`src/rtl/bcd_adj_pkg.sv`:
```
package bcd_adj_pkg;
  localparam int DIGIT_W   = 4;
  localparam int DIGIT_MAX = 9;

  function automatic logic digit_exceeds(input logic [DIGIT_W-1:0] d);
    return d > DIGIT_W'(DIGIT_MAX);
  endfunction
endpackage

```
`src/rtl/bcd_digit_step.sv`:
```
module bcd_digit_step
  import bcd_adj_pkg::*;
#(
  parameter int W   = 8,
  parameter int IDX = 0
) (
  input  logic [W-1:0] v_in,
  input  logic         force_fix,
  input  logic         cy_in,
  output logic [W-1:0] v_out,
  output logic         cy_out
);
  localparam int SHIFT = IDX * DIGIT_W;

  logic [DIGIT_W-1:0] digit;
  logic               fix;
  logic [W:0]         addend;
  logic [W:0]         sum;

  always_comb begin
    digit  = v_in[SHIFT +: DIGIT_W];
    fix    = digit_exceeds(digit) || force_fix;
    addend = fix ? ({{(W-3){1'b0}}, 4'd6} << SHIFT) : '0;
    sum    = {1'b0, v_in} + addend;
    v_out  = sum[W-1:0];
    cy_out = cy_in | sum[W];
  end

  always_comb begin
    if (digit_exceeds(digit)) begin

      fix_range_chk: assert (v_out[SHIFT +: DIGIT_W] <= 4'd5)
        else $error("corrected digit out of range");
    end
  end
endmodule

```
`src/rtl/bcd_step_chain.sv`:
```
module bcd_step_chain
  import bcd_adj_pkg::*;
#(
  parameter int NDIGITS = 2,
  localparam int W = NDIGITS * DIGIT_W
) (
  input  logic [W-1:0] acc_in,
  input  logic         cy_in,
  input  logic         ac_in,
  output logic [W-1:0] acc_out,
  output logic         cy_out
);
  logic [W-1:0] val [0:NDIGITS];
  logic         cy  [0:NDIGITS];

  assign val[0] = acc_in;
  assign cy[0]  = cy_in;

  for (genvar i = 0; i < NDIGITS; i++) begin : g_step
    logic flag;
    if (i == 0) begin : g_low
      assign flag = ac_in;
    end else if (i == NDIGITS - 1) begin : g_top
      assign flag = cy[i];
    end else begin : g_mid
      assign flag = 1'b0;
    end

    bcd_digit_step #(.W(W), .IDX(i)) u_step (
      .v_in     (val[i]),
      .force_fix(flag),
      .cy_in    (cy[i]),
      .v_out    (val[i+1]),
      .cy_out   (cy[i+1])
    );
  end

  assign acc_out = val[NDIGITS];
  assign cy_out  = cy[NDIGITS];
endmodule

```
`src/rtl/bcd_adjust_unit.sv`:
```
module bcd_adjust_unit
  import bcd_adj_pkg::*;
#(
  parameter int NDIGITS = 2,
  localparam int W = NDIGITS * DIGIT_W
) (
  input  logic         in_valid,
  output logic         in_ready,
  input  logic [W-1:0] acc_in,
  input  logic         cy_in,
  input  logic         ac_in,
  output logic         out_valid,
  input  logic         out_ready,
  output logic [W-1:0] acc_out,
  output logic         cy_out
);
  assign out_valid = in_valid;
  assign in_ready  = out_ready;

  bcd_step_chain #(.NDIGITS(NDIGITS)) u_chain (
    .acc_in (acc_in),
    .cy_in  (cy_in),
    .ac_in  (ac_in),
    .acc_out(acc_out),
    .cy_out (cy_out)
  );

  always_comb begin
    if (cy_in) begin

      cy_keep_chk: assert (cy_out) else $error("carry cleared by adjust");
    end
    if (!cy_out) begin

      no_wrap_chk: assert (acc_out >= acc_in) else $error("wrap without carry");
    end
    if (!ac_in && !cy_in && !digit_exceeds(acc_in[3:0]) && !digit_exceeds(acc_in[W-1 -: DIGIT_W])
        && NDIGITS == 2) begin

      idle_pass_chk: assert (acc_out == acc_in && !cy_out) else $error("valid BCD altered");
    end
  end
endmodule

```
`config.mk`:
```
export PLATFORM = sky130hd
export DESIGN_NAME = bcd_adjust_unit
export DESIGN_NICKNAME = d
export VERILOG_FILES = /design/src/rtl/bcd_adj_pkg.sv /design/src/rtl/bcd_digit_step.sv /design/src/rtl/bcd_step_chain.sv /design/src/rtl/bcd_adjust_unit.sv
export SDC_FILE = /design/constraint.sdc
export NUM_CORES = 1
export LEC_CHECK = 0
export CORE_AREA = 3 3 40 42
export DETAILED_ROUTE_END_ITERATION = 12
export DIE_AREA = 0 0 43 45
export PLACE_DENSITY = 0.55
export SYNTH_ARGS = -nofsm -noshare
export SYNTH_HDL_FRONTEND = slang
export SYNTH_SLANG_ARGS = --single-unit
```
`constraint.sdc`:
```
create_clock -name vclk -period 4.4
set_input_delay 0.88 -clock vclk [all_inputs]
set_output_delay 0.88 -clock vclk [all_outputs]
set_load 0.01 [all_outputs]
```
==> results of run 1 <==
Yosys cell counts:
cell type  number
fa_1            2
o21ai_0         3
inv_1           3
ha_1            4
nor3_2          1
nor3b_1         1
nand3_1         3
o21a_1          2
xor2_2          1
xnor2_1         2
nand2b_1        1
nor3_1          1
and3_1          1
xor2_1          2
or2_1           1
a21oi_1         3
buf_4           3
or2b_1          1
routing by layer:
layer / part of all wire (%) / routed length, microns / track usage [%] / up-vias
li1: - / - / - / 173
met1: 39 / 281 / 8.67 / 156
met2: 57 / 417 / 17.1 / 6
met3: 4.0 / 29 / 0.398 / 0
met4: 0 / 0 / 0 / 0
met5: 0 / 0 / 0 / -
kinds of logic (layout without fill, tap and decap cells):
kind of cell	Yosys count	count (layout)	synth area share, %
buf+inv	6	33	11.9
fa+ha+maj	6	6	31.7
compound gates	8	8	15.9
xor+xnor	5	5	18.1
simple gates	10	10	22.5
how the worst max path moves through the flow:
| stage | depth (start not counted) | to | slack [ns] | from |
|---|---|---|---|---|
| final | 14 | acc_out[6] | 0.11 | acc_in[3] |
| after global routing | 14 | acc_out[6] | -0.02 | acc_in[3] |
| after CTS | 14 | acc_out[7] | -0.02 | acc_in[1] |
| after detailed placement | 14 | acc_out[7] | -0.60 | acc_in[2] |
| after global placement | 14 | acc_out[7] | -0.57 | acc_in[2] |
| after floorplan | 12 | acc_out[7] | 0.39 | acc_in[2] |
layout make-up:
type | instances | area [sq um] | share of cell area (%)
tap | 15 | 18.8 | 3.05
inverter | 3 | 11.3 | 1.83
timing repair buffer | 30 | 265 | 43.2
multi-input combinational | 29 | 319 | 51.9
repair_timing:
action | in CTS | in global routing
buffers inserted | 1 | 2
gates resized for setup | 17 | 10
setup endpoints to repair | 4 | 4
pin swaps | 5 | 5
cloned | 0 | 0
metrics by stage:
| step | setup WS (ns) | power [mW] |
|---|---|---|
| after floorplan | 0.387 | 0.0350 |
| after global placement | -0.566 | 0.0775 |
| after detailed placement | -0.604 | 0.0781 |
| after CTS | -0.0233 | 0.0783 |
| after global routing | -0.0170 | 0.0930 |
| final | 0.113 | 0.0852 |
power breakdown:
part	internal (mW)	switching [mW]	total, mW
logic	0.0502	0.0350	0.0852
clock network	0	0	0
registers	0	0	0
total	0.0502	0.0350	0.0852
==> run summary, run 1 <==
Before antenna repair, the detailed router went through 3 iterations. The layout-stage area growth over the synthesis result was 116%; the share of synthesized area occupied by flip-flops and latches was 0%. The fraction of post-synthesis cell area in the top cell type by area was 17.6%.

For the worst hold slack, the log shows 1.76 ns. In this run the remaining antenna-violating nets after routing total 0. In this run, placement finished with an instance count of 74.

Across the VDD grid, the largest voltage drop is 50.0 uV. The maximum fanout count along the critical path is 3, and the number of antenna violations at the first check in global routing is 0. The initial utilization of the core area, before any placement, comes to 22.1%. The DRC violation count after routing was 0. The detail-routed via count per cell is 4.35, and the final standard cell count with taps included and fillers excluded is 77.

Counting every net in the synthesized netlist gives 53. The startpoint type of the worst setup path was a primary input. In the layout the commonest cells are clkdlybuf4s50_1, buf_4, inv_1. Sorting the synthesized cells by area gives the leading types as ha_1, fa_1, buf_4, xnor2_1, xor2_1. The number of pins exceeding their max-slew limit in the final report is 0, and the portion of the clock cycle consumed by the worst path in the final layout is 97.4%.

Summed over all layers, the routed wires come to 728 microns. The largest single stage delay on the critical path is 0.51 ns. The horizontal die dimension was 43 microns. The count of hold-fix buffers inserted at cts was 0; the top-level I/O count was 23.

The core region is 1280 sq um. Number of clock-tree buffers in the layout: 0. Class of the most critical hold timing path: primary input to primary output.

Across the run, the number of max-cap violations was 0. The die covers 1940 sq um. In this run the tool buffered the top-level ports with 17 buffer cells. The first global-routing pass estimated 1260 microns of wire. Registers take 0 sq um. The initialized floorplan defines 13 standard-cell rows.

In the final layout, the share of cells above drive strength 1 is 45.2%. The logs give 2 for the initial detailed-routing violation count and 0.677 for the global placer's final weighted congestion. The repair_antennas step left the layout with diodes totalling 0. The tools report the hold path startpoint as out_ready. The critical path's slowest cell is fa_2.

The logs give 0 for the number of endpoints with negative hold slack in the final report and 0.269 nW for the cell leakage power. The mean instance size in the synthesized netlist came out at 8.11 sq um. The logs give 7.83% for the combined global-route utilization of all metal layers and 0 for the total of warnings raised by yosys. The die height works out to 45 microns.

For the gate count of the mapped netlist, the log shows 35. The minimum clock period is 4.29 ns, and the netlist area before placement is 284 sq um. The fraction of the core area covered by cells at the end of the flow is 47.8%, and the pin slew with the least headroom to its limit is 0.231 ns. The flow ran to the end, and the final reports show no timing, DRC or antenna violations.

Once layout is done, the placed cells without fillers occupy 614 sq um. Counting the fill cells in the layout gives 127. The tools report the total cell area at the placement stage as 526 sq um. Dividing total power by cell area gives a power density of 139 nW/um^2. Among cell families on the critical path, the largest total delay comes from adder cells. The worst hold path endpoint is in_ready.

The run gives 3.52 ns as the required time of the worst setup path. Depth of the worst hold-timing path: 0. The final route contains 335 vias. The total overflow left after global routing is 0. The number of buffer and inverter stages on the critical path is 4. The type of destination of the critical path is a primary output. The critical path goes through clkdlybuf4s50_1 -> o21ai_1 -> nand2b_1 -> ha_4 -> fa_2 -> nand3_2 -> xnor2_2 -> nor3_2 -> o21ai_2 -> ha_2 -> inv_1 -> fa_2 -> inv_1 -> buf_2. The biggest area contributor in the post-synthesis netlist is ha_1.

The maximum number of pins on one net before global-route repair was 6; the number of nets in the layout was 82. Adding up every negative setup slack in the final design gives 0 ns. For this run, the top clock speed supported by timing is 0.233 GHz. The logs give 3.41 ns for the critical path arrival and 0 for the number of sequential storage elements. After synthesis, the netlist uses 18 different library cells.

Setup violations remaining at the end of the flow were counted as 0. The run gives 84.6% as the relative max-transition margin. The tools report the number of global-route vias before repair as 315. By startpoint and endpoint, the worst setup path is classified as primary input to primary output.

In the final routed layout, each cell accounts on average for 9.45 microns.
No activity file was read; power rests on OpenSTA's default activity.
==> inputs of run 2 (changes only) <==
--- a/config.mk
+++ b/config.mk
@@ -9,6 +9,7 @@
 export DETAILED_ROUTE_END_ITERATION = 12
 export DIE_AREA = 0 0 43 45
 export PLACE_DENSITY = 0.55
+export SLEW_MARGIN = 30
 export SYNTH_ARGS = -nofsm -noshare
 export SYNTH_HDL_FRONTEND = slang
 export SYNTH_SLANG_ARGS = --single-unit
==> results of run 2 <==
No change in the layout: final DEF, timing and power equal those of run 1.
